**src/rtl/eel_pkg.sv**
```systemverilog
package eel_pkg;
   localparam int SEL_W = 3;
   localparam logic [SEL_W-1:0] SEL_CTRL  = 3'd0;
   localparam logic [SEL_W-1:0] SEL_ADDR  = 3'd1;
   localparam logic [SEL_W-1:0] SEL_DATA  = 3'd2;
   localparam logic [SEL_W-1:0] SEL_BASE  = 3'd3;
   localparam logic [SEL_W-1:0] SEL_BURST = 3'd4;

   typedef enum logic [1:0] {
      ST_IDLE   = 2'd0,
      ST_SINGLE = 2'd1,
      ST_BURST  = 2'd2
   } eel_state_t;
endpackage

```
**src/rtl/eel_hostregs.sv**
```systemverilog
module eel_hostregs
   import eel_pkg::*;
#(
   parameter int EE_AW  = 16,
   parameter int BASE_W = 9,
   parameter int HDW    = 32
) (
   input  logic              clk,
   input  logic              rst_n,
   input  logic              host_we,
   input  logic [SEL_W-1:0]  host_sel,
   input  logic [HDW-1:0]    host_wdata,
   input  logic              busy,
   input  logic              rd_pend,
   input  logic              wr_pend,
   input  logic              burst_pend,
   input  logic              data_ld,
   input  logic [7:0]        ee_rdata,
   output logic [EE_AW-1:0]  addr_q,
   output logic [7:0]        data_q,
   output logic [BASE_W-1:0] base_q,
   output logic [HDW-1:0]    host_rdata
);
   logic wr_ok;
   assign wr_ok = host_we && !busy;

   always_ff @(posedge clk) begin
      if (!rst_n) begin
         addr_q <= '0;
         data_q <= '0;
         base_q <= '0;
      end else begin
         if (wr_ok && host_sel == SEL_ADDR) addr_q <= host_wdata[EE_AW-1:0];
         if (wr_ok && host_sel == SEL_BASE) base_q <= host_wdata[BASE_W-1:0];
         if (data_ld)
            data_q <= ee_rdata;
         else if (wr_ok && host_sel == SEL_DATA)
            data_q <= host_wdata[7:0];
      end
   end

   always_comb begin
      host_rdata = '0;
      case (host_sel)
         SEL_CTRL:  host_rdata = HDW'({busy, rd_pend, wr_pend});
         SEL_ADDR:  host_rdata = HDW'(addr_q);
         SEL_DATA:  host_rdata = HDW'(data_q);
         SEL_BASE:  host_rdata = HDW'(base_q);
         SEL_BURST: host_rdata = HDW'(burst_pend);
         default:   host_rdata = '0;
      endcase
   end
endmodule

```
**src/rtl/eel_seq.sv**
```systemverilog
module eel_seq
   import eel_pkg::*;
#(
   parameter int EE_AW      = 16,
   parameter int REC_ABYTES = 2,
   parameter int DATA_BYTES = 4,
   parameter int IDX_W      = 3
) (
   input  logic              clk,
   input  logic              rst_n,
   input  logic              host_we,
   input  logic [SEL_W-1:0]  host_sel,
   input  logic [1:0]        host_bits,
   input  logic [EE_AW-1:0]  addr_q,
   input  logic [7:0]        data_q,
   input  logic              ee_ack,
   input  logic              end_mark,
   output logic              ee_req,
   output logic              ee_we,
   output logic [EE_AW-1:0]  ee_addr,
   output logic [7:0]        ee_wdata,
   output logic              busy,
   output logic              rd_pend,
   output logic              wr_pend,
   output logic              burst_pend,
   output logic              data_ld,
   output logic              byte_vld,
   output logic [IDX_W-1:0]  byte_idx
);
   localparam int REC_BYTES = REC_ABYTES + DATA_BYTES;
   localparam logic [IDX_W-1:0] IDX_LAST = IDX_W'(REC_BYTES - 1);

   eel_state_t       state;
   logic             op_wr;
   logic [EE_AW-1:0] ptr;
   logic [IDX_W-1:0] idx;

   always_ff @(posedge clk) begin
      if (!rst_n) begin
         state <= ST_IDLE;
         op_wr <= 1'b0;
         ptr   <= '0;
         idx   <= '0;
      end else begin
         case (state)
            ST_IDLE: begin
               if (host_we && host_sel == SEL_CTRL) begin
                  if (host_bits[1]) begin
                     state <= ST_SINGLE;
                     op_wr <= 1'b0;
                  end else if (host_bits[0]) begin
                     state <= ST_SINGLE;
                     op_wr <= 1'b1;
                  end
               end else if (host_we && host_sel == SEL_BURST && host_bits[0]) begin
                  state <= ST_BURST;
                  idx   <= '0;
               end
            end
            ST_SINGLE: begin
               if (ee_ack) begin
                  ptr   <= addr_q + 1'b1;
                  state <= ST_IDLE;
               end
            end
            ST_BURST: begin
               if (ee_ack) begin
                  ptr <= ptr + 1'b1;
                  if (end_mark) begin
                     state <= ST_IDLE;
                     idx   <= '0;
                  end else if (idx == IDX_LAST) begin
                     idx <= '0;
                  end else begin
                     idx <= idx + 1'b1;
                  end
               end
            end
            default: state <= ST_IDLE;
         endcase
      end
   end

   assign busy       = (state != ST_IDLE);
   assign ee_req     = busy;
   assign ee_we      = (state == ST_SINGLE) && op_wr;
   assign ee_addr    = (state == ST_SINGLE) ? addr_q : ptr;
   assign ee_wdata   = data_q;
   assign rd_pend    = (state == ST_SINGLE) && !op_wr;
   assign wr_pend    = (state == ST_SINGLE) && op_wr;
   assign burst_pend = (state == ST_BURST);
   assign data_ld    = rd_pend && ee_ack;
   assign byte_vld   = burst_pend && ee_ack;
   assign byte_idx   = idx;
endmodule

```
**src/rtl/eel_asm.sv**
```systemverilog
module eel_asm #(
   parameter int REC_ABYTES = 2,
   parameter int DATA_BYTES = 4,
   parameter int BASE_W     = 9,
   parameter int MEM_AW     = 24,
   parameter int IDX_W      = 3
) (
   input  logic                    clk,
   input  logic                    rst_n,
   input  logic                    byte_vld,
   input  logic [IDX_W-1:0]        byte_idx,
   input  logic [7:0]              byte_in,
   input  logic [BASE_W-1:0]       base_q,
   output logic                    end_mark,
   output logic                    mem_we,
   output logic [MEM_AW-1:0]       mem_addr,
   output logic [8*DATA_BYTES-1:0] mem_wdata
);
   localparam int REC_BYTES = REC_ABYTES + DATA_BYTES;
   localparam int AWW       = 8 * REC_ABYTES;
   localparam int LOW_W     = MEM_AW - BASE_W;
   localparam logic [IDX_W-1:0] IDX_LAST  = IDX_W'(REC_BYTES - 1);
   localparam logic [IDX_W-1:0] IDX_AHIGH = IDX_W'(REC_ABYTES - 1);

   logic [7:0]              lane_q [REC_BYTES];
   logic [7:0]              cur    [REC_BYTES];
   logic [AWW-1:0]          addr_word;
   logic [8*DATA_BYTES-1:0] data_word;

   for (genvar i = 0; i < REC_BYTES; i++) begin : g_lane
      logic hit;
      assign hit    = byte_vld && (byte_idx == IDX_W'(i));
      assign cur[i] = hit ? byte_in : lane_q[i];
      always_ff @(posedge clk) begin
         if (!rst_n)   lane_q[i] <= '0;
         else if (hit) lane_q[i] <= byte_in;
      end
   end

   for (genvar j = 0; j < REC_ABYTES; j++) begin : g_aw
      assign addr_word[8*j +: 8] = cur[j];
   end

   for (genvar k = 0; k < DATA_BYTES; k++) begin : g_dw
      assign data_word[8*k +: 8] = cur[REC_ABYTES + k];
   end

   assign end_mark = byte_vld && (byte_idx == IDX_AHIGH) && (&addr_word);

   always_ff @(posedge clk) begin
      if (!rst_n) begin
         mem_we    <= 1'b0;
         mem_addr  <= '0;
         mem_wdata <= '0;
      end else begin
         mem_we <= byte_vld && (byte_idx == IDX_LAST);
         if (byte_vld && (byte_idx == IDX_LAST)) begin
            mem_addr  <= {base_q, addr_word[LOW_W-1:0]};
            mem_wdata <= data_word;
         end
      end
   end
endmodule

```
**src/rtl/eeprom_loader.sv**
```systemverilog
module eeprom_loader
   import eel_pkg::*;
#(
   parameter int EE_AW      = 16,
   parameter int BASE_W     = 9,
   parameter int MEM_AW     = 24,
   parameter int REC_ABYTES = 2,
   parameter int DATA_BYTES = 4,
   parameter int HDW        = 32
) (
   input  logic                    clk,
   input  logic                    rst_n,
   input  logic                    host_we,
   input  logic [SEL_W-1:0]        host_sel,
   input  logic [HDW-1:0]          host_wdata,
   output logic [HDW-1:0]          host_rdata,
   output logic                    ee_req,
   output logic                    ee_we,
   output logic [EE_AW-1:0]        ee_addr,
   output logic [7:0]              ee_wdata,
   input  logic                    ee_ack,
   input  logic [7:0]              ee_rdata,
   output logic                    mem_we,
   output logic [MEM_AW-1:0]       mem_addr,
   output logic [8*DATA_BYTES-1:0] mem_wdata
);
   localparam int REC_BYTES = REC_ABYTES + DATA_BYTES;
   localparam int IDX_W     = (REC_BYTES > 1) ? $clog2(REC_BYTES) : 1;
   localparam int LOW_W     = MEM_AW - BASE_W;

   if (LOW_W < 1 || LOW_W > 8 * REC_ABYTES - 1) begin : g_bad_split
      $error("memory low part must fit below the top bit of the record address word");
   end
   if (HDW < EE_AW || HDW < BASE_W || HDW < 8) begin : g_bad_hdw
      $error("host data width too narrow for the registers");
   end
   if (DATA_BYTES < 1 || REC_ABYTES < 1) begin : g_bad_rec
      $error("record needs at least one address and one data byte");
   end

   logic              busy, rd_pend, wr_pend, burst_pend;
   logic              data_ld, byte_vld, end_mark;
   logic [IDX_W-1:0]  byte_idx;
   logic [EE_AW-1:0]  addr_q;
   logic [7:0]        data_q;
   logic [BASE_W-1:0] base_q;

   eel_hostregs #(.EE_AW(EE_AW), .BASE_W(BASE_W), .HDW(HDW)) u_regs (
      .clk        (clk),
      .rst_n      (rst_n),
      .host_we    (host_we),
      .host_sel   (host_sel),
      .host_wdata (host_wdata),
      .busy       (busy),
      .rd_pend    (rd_pend),
      .wr_pend    (wr_pend),
      .burst_pend (burst_pend),
      .data_ld    (data_ld),
      .ee_rdata   (ee_rdata),
      .addr_q     (addr_q),
      .data_q     (data_q),
      .base_q     (base_q),
      .host_rdata (host_rdata)
   );

   eel_seq #(.EE_AW(EE_AW), .REC_ABYTES(REC_ABYTES), .DATA_BYTES(DATA_BYTES),
             .IDX_W(IDX_W)) u_seq (
      .clk        (clk),
      .rst_n      (rst_n),
      .host_we    (host_we),
      .host_sel   (host_sel),
      .host_bits  (host_wdata[1:0]),
      .addr_q     (addr_q),
      .data_q     (data_q),
      .ee_ack     (ee_ack),
      .end_mark   (end_mark),
      .ee_req     (ee_req),
      .ee_we      (ee_we),
      .ee_addr    (ee_addr),
      .ee_wdata   (ee_wdata),
      .busy       (busy),
      .rd_pend    (rd_pend),
      .wr_pend    (wr_pend),
      .burst_pend (burst_pend),
      .data_ld    (data_ld),
      .byte_vld   (byte_vld),
      .byte_idx   (byte_idx)
   );

   eel_asm #(.REC_ABYTES(REC_ABYTES), .DATA_BYTES(DATA_BYTES), .BASE_W(BASE_W),
             .MEM_AW(MEM_AW), .IDX_W(IDX_W)) u_asm (
      .clk       (clk),
      .rst_n     (rst_n),
      .byte_vld  (byte_vld),
      .byte_idx  (byte_idx),
      .byte_in   (ee_rdata),
      .base_q    (base_q),
      .end_mark  (end_mark),
      .mem_we    (mem_we),
      .mem_addr  (mem_addr),
      .mem_wdata (mem_wdata)
   );
endmodule

```
**config.mk**
```make
export PLATFORM = sky130hd
export DESIGN_NAME = eeprom_loader
export DESIGN_NICKNAME = d
export VERILOG_FILES = /design/src/rtl/eel_pkg.sv /design/src/rtl/eel_hostregs.sv /design/src/rtl/eel_seq.sv /design/src/rtl/eel_asm.sv /design/src/rtl/eeprom_loader.sv
export SDC_FILE = /design/constraint.sdc
export NUM_CORES = 1
export LEC_CHECK = 0
export ABC_CLOCK_PERIOD_IN_PS = 5680
export BUFFER_PORTS_ARGS = -buffer_cell sky130_fd_sc_hd__buf_2
export CORE_ASPECT_RATIO = 1.25
export CORE_MARGIN = 2
export CORE_UTILIZATION = 58
export DETAILED_ROUTE_END_ITERATION = 8
export PLACE_DENSITY_LB_ADDON = 0.2
export SLEW_MARGIN = 20
export SYNTH_ARGS = -nofsm -noshare
export SYNTH_HDL_FRONTEND = slang
export SYNTH_SLANG_ARGS = --single-unit
```
**constraint.sdc**
```tcl
create_clock -name clk -period 5.68 [get_ports clk]
set_input_delay 1.136 -clock clk [delete_from_list [all_inputs] [get_ports clk]]
set_output_delay 1.136 -clock clk [all_outputs]
set_load 0.01 [all_outputs]
```
# After elaboration in Yosys (flattened, before gate mapping)
# Memory sizes are Yosys's and may differ from the RTL's. A register that Yosys moved wholly into a read port is not among the register bits.
# Cells that the tools add are included.
dict set report word_totals {
  ff_bits 112
  ramBits 48
  in_bits 47
  output_inout_bits 115
  elab_cells 127
  mem_count 1
}
dict set report classes {
  addsub 3
  n_eq_ne 18
  n_mux 53
  n_bitwise 6
  n_reduce_logical 36
}
# name words word_bits rd rd_clocked_by_memory_dff wr line
set memory_table {}
lappend memory_table {u_asm.lane_q 6 8 5 3 6 eel_asm.sv:25} ;# logic [7:0] lane_q [REC_BYTES];
# operator n
set ops {}
lappend ops {{$mux W8} 13}
lappend ops {{$pmux W16 S5} 1}
lappend ops {{$mux W16} 3}
lappend ops {{$add A16 B1 Y16 const B} 2}
lappend ops {{$pmux W16 S2} 1}
lappend ops {{$mux W1} 21}
lappend ops {{$logic_and A1 B1 Y1} 18}
lappend ops {{$reduce_and A16 Y1} 1}
lappend ops {{$mux W3} 5}
lappend ops {{$mux W2} 7}
lappend ops {{$eq A3 B2 Y1 const B} 4}
lappend ops {{$reduce_bool A2 Y1} 5}
lappend ops {{$eq A3 B3 Y1 const B} 3}
lappend ops {{$ne A2 B2 Y1 const B} 4}
lappend ops {{$eq A3 B1 Y1 const B} 2}
lappend ops {{$logic_not A3 Y1} 2}
lappend ops {{$or A1 B1 Y1} 6}
lappend ops {{$pmux W2 S3} 1}
lappend ops {{$pmux W3 S2} 1}
lappend ops {{$reduce_and A3 Y1} 2}
lappend ops {{$logic_not A1 Y1} 5}
lappend ops {{$reduce_and A5 Y1} 1}
lappend ops {{$ne A4 B4 Y1 const B} 1}
lappend ops {{$reduce_and A4 Y1} 1}
lappend ops {{other kinds (6)} 6}

# Logic depth before layout (Yosys ltp)
# Gate-level depths: netlist (run 1).
dict set report depth {
  depth_word 9
  depth_mapped 12
  mapped_depth_nobuf 8
}

# Modules after synthesis
# A second synthesis (run 1) with hierarchy kept.
dict set report unflattened {
  cells_unflattened 864
  hier_area_um2 7435.9
}
# module n_inst cells_each area_each_um2 seq_area_each_um2
set by_module_without_submodules {}
lappend by_module_without_submodules {eel_asm 1 356 3538.4 2312.2}
lappend by_module_without_submodules {eel_seq 1 290 2005.7 440.4}
lappend by_module_without_submodules {eel_hostregs 1 218 1891.8 660.6}

# Worst setup path before layout (run 1)
# Ideal clock, no wire load.
dict set report synth_timing {
  path_kind {in2out}
  start {input port host_sel[1]}
  end {output port host_rdata[1]}
  arrival_time_ps 2090
  required_ps 4544
  path_slack_ps 2454
  path_stages 4
  path_buffers 2
  path_cell_list {clkbuf_1 -> clkbuf_1 -> a211oi_1 -> a211oi_1}
}
dict set report synth_via {
  elab_chain_cells 2
  word_cells_on_any_way 6
  cone_classes {eq/ne (4); mux (1); reduce/logical (1)}
}
# element line
set synth_rtl {}
lappend synth_rtl {{start, declared} eeprom_loader.sv:14} ;# input logic [SEL_W-1:0] host_sel,
lappend synth_rtl {{$eq A3 B3 Y1 (tied with other cells)} eel_hostregs.sv:44} ;# case (host_sel)
lappend synth_rtl {{$pmux W16 S5 *} eel_hostregs.sv:44}
lappend synth_rtl {{end, declared} eeprom_loader.sv:16} ;# output logic [HDW-1:0] host_rdata,
# Mark *: on every way between the ends. The rest lies on a longest branch, timed or not.

# Worst setup path after layout (run 1)
dict set report layout_timing {
  start {input port host_sel[0]}
  end {output port host_rdata[14]}
}
# The elaborated chain is that of the path after synthesis.

==> results of run 1 <==
[metal layers]
metal  up-vias  global-route usage  routed length (um)
li1       3009                   -                   -
met1      2975              0.3263                7431
met2       251              0.4887                9504
met3        57             0.06510                1026
met4         0              0.1277                 599
met5         -                   0                   0
[power by group through the flow]
stage	Sequential (mW)	Combinational [mW]	Clock, mW
3_3_place_gp	1.15	0.0957	0
4_1_cts	1.13	0.0993	1.11
5_1_grt	1.13	0.109	1.16
3_5_place_dp	1.15	0.0987	0
2_1_floorplan	1.15	0.0689	0
6_report	1.13	0.101	1.11
[path summary, 6_finish.rpt]
path                                   from                               to  slack [ps]  cells after the start
min reg2reg  u_asm.mem_addr[4]$_SDFFE_PN0P_   u_asm.mem_addr[4]$_SDFFE_PN0P_         450                      2
max reg2reg     u_seq.state[1]$_SDFFE_PN0P_  u_asm.mem_addr[20]$_SDFFE_PN0P_        2510                      6
min          u_asm.mem_addr[4]$_SDFFE_PN0P_   u_asm.mem_addr[4]$_SDFFE_PN0P_         450                      2
max                             host_sel[0]                   host_rdata[14]        1980                      5
[critical path, stage by stage]
cell and delay [ps]:
buf_2 270, inv_1 180, nor3_1 620, and2_1 220, buf_2 130
[cells by family after synthesis]
family / count (synthesis) / share of synthesized area
flops: 151 / 0.4827
buf+inv: 74 / 0.05025
other cells: 1 / 0.0005303
fa+ha+maj: 2 / 0.003538
mux: 66 / 0.09996
compound gates: 147 / 0.1276
simple gates: 377 / 0.2355
[metrics by stage]
| stage | setup slack [ps] | hold slack [ps] |
|---|---|---|
| after global routing | 1785 | 467.1 |
| after floorplan | 2454 | 441.1 |
| after detailed placement | 1915 | 443.9 |
| after CTS | 1995 | 452.2 |
| final | 1983 | 449.7 |
| after global placement | 2044 | 439.0 |
[state kept, by name, indices dropped and copies added (netlist names)]
register and flops:
mem_wdata 1, u_regs.base_q 9, u_asm.mem_we 1, u_seq.state 2
u_asm.mem_addr 24, u_seq.op_wr 1, u_seq.ptr 16, u_regs.addr_q 16
u_asm.mem_wdata 31, u_seq.byte_idx 3, u_regs.data_q 8, u_asm.lane_q 39
[cells in the final DEF (no fill, tap or decap), drive strengths merged, types with 6 or more instances in the layout]
cell    Yosys  routed
a211oi     19      19
a21oi      65      65
a22oi       6       6
a31oi      15      15
and2       43      43
and3       15      15
buf        30     136
clkbuf     36      25
conb        1      16
dfxtp     112     112
edfxtp     39      39
inv         7       8
mux2       14      14
mux2i      51      51
nand2     200     200
nand3      12      12
nand4       7       7
nor2       78      78
nor3        7       7
o21ai      16      16
[layout make-up]
cell class,instances,area share
Inverter,8,0.003763
Clock buffer,25,0.06487
Sequential cell,151,0.4106
Tap cell,164,0.02468
Clock inverter,7,0.006623
Multi-Input combinational cell,608,0.4055
Timing Repair Buffer,136,0.08399
==> results.sh, run 1 <==
export IMPL_critPathLaunchType="primary input"
export IMPL_yosysWarnings=0
export IMPL_ys_top_cells_by_area="dfxtp_1 (32%), edfxtp_1 (17%), nand2_1 (11%)"
export IMPL_vias=6292
export IMPL_dpl_hpwl_mm=12.60
export IMPL_finalSetupTns_ps=0
export IMPL_fillCellCount=990
export IMPL_grtUsageTotal=0.2816
export IMPL_final_hold_violation_count=0
export IMPL_combinationalPowerShare=0.043
export IMPL_p_int_mw=1.812
export IMPL_syn_inst=818
export IMPL_drtAntennaViolNets=0
export IMPL_final_util=0.6899
export IMPL_die_h_um=127.5
export IMPL_tightest_slew_ps=1068
export IMPL_period_needed_ps=3697
export IMPL_numCtsBuffers=17
export IMPL_setup_viol=0
export IMPL_p_sw_mw=0.5298
export IMPL_path_max_fanout=14
export IMPL_post_cts_setup_buffer_count=0
export IMPL_yosysMostFrequentCell="nand2_1"
export IMPL_die_x_um=102.8
export IMPL_synth_edff_count=39
export IMPL_place_area_um2=7719
export IMPL_core_um2=12050
export IMPL_post_route_drc_count=0
export IMPL_dp_cells=1067
export IMPL_grt_pass1_vias=6005
export IMPL_status="completed"
export IMPL_ctsHoldBuffers=0
export IMPL_fin_worst_skew_ps=12.49
export IMPL_cts_buffer_depth=2
export IMPL_timing_final_crit_share=0.6508
export IMPL_rows=45
export IMPL_start_util=0.5869
export IMPL_hold_class="flip-flop to flip-flop"
export IMPL_maxSlewHeadroom=0.2863
export IMPL_fin_area_um2=8313
export IMPL_syn_area_per_cell_um2=8.645
export IMPL_syn2layout_area_growth_pct=17.55
export IMPL_antenna_found_initial=0
export IMPL_via_per_inst=5.725
export IMPL_cap_violations=0
export IMPL_dr_pass1_iters=6
export IMPL_netlist_area_leader_share=0.3171
export IMPL_power_density_nw_per_um2=281.7
export IMPL_drt_wl_total_mm=18.56
export IMPL_p_total_mw=2.342
export IMPL_swShare=0.2262
export IMPL_io_pins=162
export IMPL_slew_violations=0
export IMPL_tritoncts="built"
export IMPL_port_buffers=129
export IMPL_layoutNonFillerInstCount=1099
export IMPL_ys_types=55
export IMPL_yosysSeqAreaShare=0.4827
export IMPL_p_leak_nw=3.617
export IMPL_synth_flop_cell="dfxtp_1"
export IMPL_ys_seq_elements=151
export IMPL_multi_input_area_um2=3371
export IMPL_nets=971
export IMPL_grt_pass1_wl_mm=28.95
export IMPL_dieArea_um2=13100
export IMPL_clk_pin_slew_ps=60
export IMPL_synth_top_area_cell="dfxtp_1"
export IMPL_peakVddDrop_mv=0.2100
export IMPL_end_kind="primary output"
export IMPL_overflow=0
export IMPL_worst_ep_arrival_time_ps=2560
export IMPL_cts_sinks=151
export IMPL_path_class="primary input to primary output"
export IMPL_share_seq_of_total_power=0.483
export IMPL_grt_max_degree=72
export IMPL_final_layout_size_suffix_gt1_frac=0.2021
export IMPL_gp_congestion=0.9156
export IMPL_drt_initial_drc_count=403
export IMPL_wl_per_cell_um=16.89
export IMPL_synthArstFlopShare=0
export IMPL_synthTopCellsByCount="nand2_1 (200), dfxtp_1 (112), nor2_1 (77), a21oi_1 (65), mux2i_1 (50)"
export IMPL_max_freq_mhz=270.5
export IMPL_pwr_share_clk=0.474
export IMPL_regArea_um2=3413
export IMPL_cts_max_level=4
export IMPL_clockRootBuffer="clkbuf_16"
export IMPL_insertion_delay_ps=420
export IMPL_ctsResizeCount=0
export IMPL_num_antenna_cells=0
export IMPL_required_ps=4540
export IMPL_synth_area_um2=7072
export IMPL_rsz0062_at_grt="false"
(Power assumes the default switching activity.)
==> run 2: changes to the inputs <==
--- a/config.mk
+++ b/config.mk
@@ -5,11 +5,11 @@
 export SDC_FILE = /design/constraint.sdc
 export NUM_CORES = 1
 export LEC_CHECK = 0
-export ABC_CLOCK_PERIOD_IN_PS = 5680
+export ABC_CLOCK_PERIOD_IN_PS = 3000
 export BUFFER_PORTS_ARGS = -buffer_cell sky130_fd_sc_hd__buf_2
 export CORE_ASPECT_RATIO = 1.25
 export CORE_MARGIN = 2
-export CORE_UTILIZATION = 58
+export CORE_UTILIZATION = 49
 export DETAILED_ROUTE_END_ITERATION = 8
 export PLACE_DENSITY_LB_ADDON = 0.2
 export SLEW_MARGIN = 20
==> constraint.sdc (replaced) <==
create_clock -name clk -period 3 [get_ports clk]
set_input_delay 0.6 -clock clk [delete_from_list [all_inputs] [get_ports clk]]
set_output_delay 0.6 -clock clk [all_outputs]
set_load 0.01 [all_outputs]
==> run 2 against run 1 <==
Effect of this change:
- register-to-register slack worse by 2100 ps
- non-clock buffer count increased by 21
- first-iteration DRC count is 11% lower
- largest power group unchanged
- clock skew is 4.6 ps lower
- design area up 2.3%
- total power increased by 90%
- clock-buffer cell count fell by 1
- utilization is 9.2 points lower
- setup slack worse by 1600 ps
- wire length down 0.52%
- sequential cell count unchanged
- global-route usage is 4.1 points lower
==> results.sh, run 2 (synthesis gave the netlist of run 1 again) <==
export IMPL_status="completed"
export IMPL_required_ps=2400
export IMPL_ctsHoldBuffers=0
export IMPL_grt_pass1_wl_mm=29.64
export IMPL_syn2layout_area_growth_pct=20.29
export IMPL_antenna_found_initial=0
export IMPL_grt_max_degree=55
export IMPL_gr_max_usage_layer="met2"
export IMPL_numCtsBuffers=17
export IMPL_clk_pin_slew_ps=60
export IMPL_fin_worst_skew_ps=7.913
export IMPL_p_leak_nw=3.725
export IMPL_tightest_slew_ps=662.8
export IMPL_grtUsageMet3=0.06181
export IMPL_path_max_fanout=29
export IMPL_timing_final_crit_share=0.8741
export IMPL_mostFrequentLayoutCells="nand2_1 (200), buf_2 (129), dfxtp_1 (112)"
export IMPL_start_util=0.4972
export IMPL_cts_max_level=4
export IMPL_hold_class="primary input to flip-flop"
export IMPL_core_um2=14220
export IMPL_critPathTopFamily="buffers and inverters"
export IMPL_end_kind="primary output"
export IMPL_ctsResizeCount=0
export IMPL_dr_pass1_iters=5
export IMPL_cap_violations=0
export IMPL_grt_pass1_vias=5630
export IMPL_finalSetupTns_ps=0
export IMPL_max_stage_delay_ps=450
export IMPL_place_area_um2=7906
export IMPL_critPathLaunchType="flip-flop"
export IMPL_port_buffers=129
export IMPL_insertion_delay_ps=430
export IMPL_gp_congestion=0.8988
export IMPL_cts_sinks=151
export IMPL_cpMaxStageDelayCell="dfxtp_1"
export IMPL_peakVddDrop_mv=0.3737
export IMPL_maxSlewHeadroom=0.5569
export IMPL_path_class="flip-flop to primary output"
export IMPL_period_needed_ps=2622
export IMPL_post_route_drc_count=0
export IMPL_dpl_hpwl_mm=12.98
export IMPL_largest_register_ffs=39
export IMPL_post_cts_setup_buffer_count=0
export IMPL_max_freq_mhz=381.3
export IMPL_wl_per_cell_um=16.30
export IMPL_gr_usage_met1=0.2903
export IMPL_power_density_nw_per_um2=523.6
export IMPL_cts_buffer_depth=2
export IMPL_die_x_um=111.5
export IMPL_setup_viol=0
export IMPL_largest_registers="u_asm.lane_q x39, u_asm.mem_wdata x31, u_asm.mem_addr x24"
export IMPL_clockRootBuffer="clkbuf_16"
export IMPL_fillCellCount=1316
export IMPL_use_met2=0.4101
export IMPL_top_register="u_asm.lane_q"
export IMPL_tritoncts="built"
export IMPL_fin_area_um2=8507
export IMPL_drt_initial_drc_count=357
export IMPL_die_h_um=138.3
export IMPL_final_common_cell="nand2_1"
export IMPL_worst_ep_arrival_time_ps=2020
export IMPL_rsz0062_at_grt="false"
export IMPL_vias=6103
export IMPL_path_cells="and2b_1, buf_4, a31oi_1, o22ai_1, buf_2"
export IMPL_via_per_inst=5.387
export IMPL_rows=49
export IMPL_dieArea_um2=15420
export IMPL_overflow=0
export IMPL_grtUsageTotal=0.2403
export IMPL_drtAntennaViolNets=0
export IMPL_io_pins=162
export IMPL_final_layout_size_suffix_gt1_frac=0.2209
export IMPL_drt_wl_total_mm=18.47
export IMPL_worst_path_buf_inv=2
export IMPL_final_hold_violation_count=0
export IMPL_slew_violations=0
export IMPL_num_antenna_cells=0
export IMPL_nets=992
run 2: cell types whose count changed in the layout (fill, tap and decap cells not counted):
| cell | previous run | this run |
|---|---|---|
| buf_4 | 7 | 27 |
| clkbuf_1 | 3 | 1 |
| buf_12 | 0 | 1 |
| clkbuf_8 | 2 | 3 |
run 2: layout make-up:
class | count | area [um2] | area share
flip-flops and latches | 151 | 3413 | 0.4012
multi-input cells | 608 | 3371 | 0.3962
repair buffers | 157 | 868.3 | 0.1021
clock buffers | 24 | 545.5 | 0.06413
well taps | 178 | 222.7 | 0.02618
clock inverters | 7 | 55.05 | 0.006472
inverters | 8 | 31.28 | 0.003677
run 2: stage by stage:
step / util / total power [mW] / hold WS (ps) / setup WS, ps / cells
2_1_floorplan: - / 2.306 / 441.1 / 171.1 / 833
3_3_place_gp: 0.5559 / 2.380 / 440.3 / 490.7 / 1102
3_5_place_dp: 0.5559 / 2.382 / 443.2 / 462.8 / 1102
4_1_cts: 0.5981 / 4.481 / 395.6 / 405.6 / 1133
5_1_grt: 0.5981 / 4.589 / 416.9 / 198.1 / 1133
6_report: 0.5981 / 4.454 / 404.7 / 377.6 / 1133
run 2: worst min-delay path: stages:
cell	delay [ps]
buf_2	80
mux2i_1	50
nor2_1	70
run 2: final timing paths:
path                                                      from  slack [ps]  cells past startpoint                              to
worst max-delay path               u_seq.state[1]$_SDFFE_PN0P_         380                      5                   host_rdata[0]
worst min-delay path                            host_wdata[10]         400                      3  u_regs.addr_q[10]$_SDFFE_PN0P_
worst max register to register     u_seq.state[1]$_SDFFE_PN0P_         410                      7      u_seq.ptr[14]$_SDFFE_PN0P_
worst min register to register  u_asm.mem_addr[4]$_SDFFE_PN0P_         450                      2  u_asm.mem_addr[4]$_SDFFE_PN0P_
run 2: metal layers:
| layer | part of all wire | vias up |
|---|---|---|
| li1 | - | 3048 |
| met5 | 0 | - |
| met4 | 0.024 | 0 |
| met3 | 0.055 | 25 |
| met2 | 0.50 | 186 |
| met1 | 0.42 | 2844 |
run 2: report_power, final:
part           switching, mW  internal, mW  leakage (nW)  total (mW)
combinational          0.138        0.0635          2.13       0.202
clock                  0.841          1.27         0.290        2.11
sequential            0.0219          2.12          1.31        2.14
total                   1.00          3.45          3.72        4.45
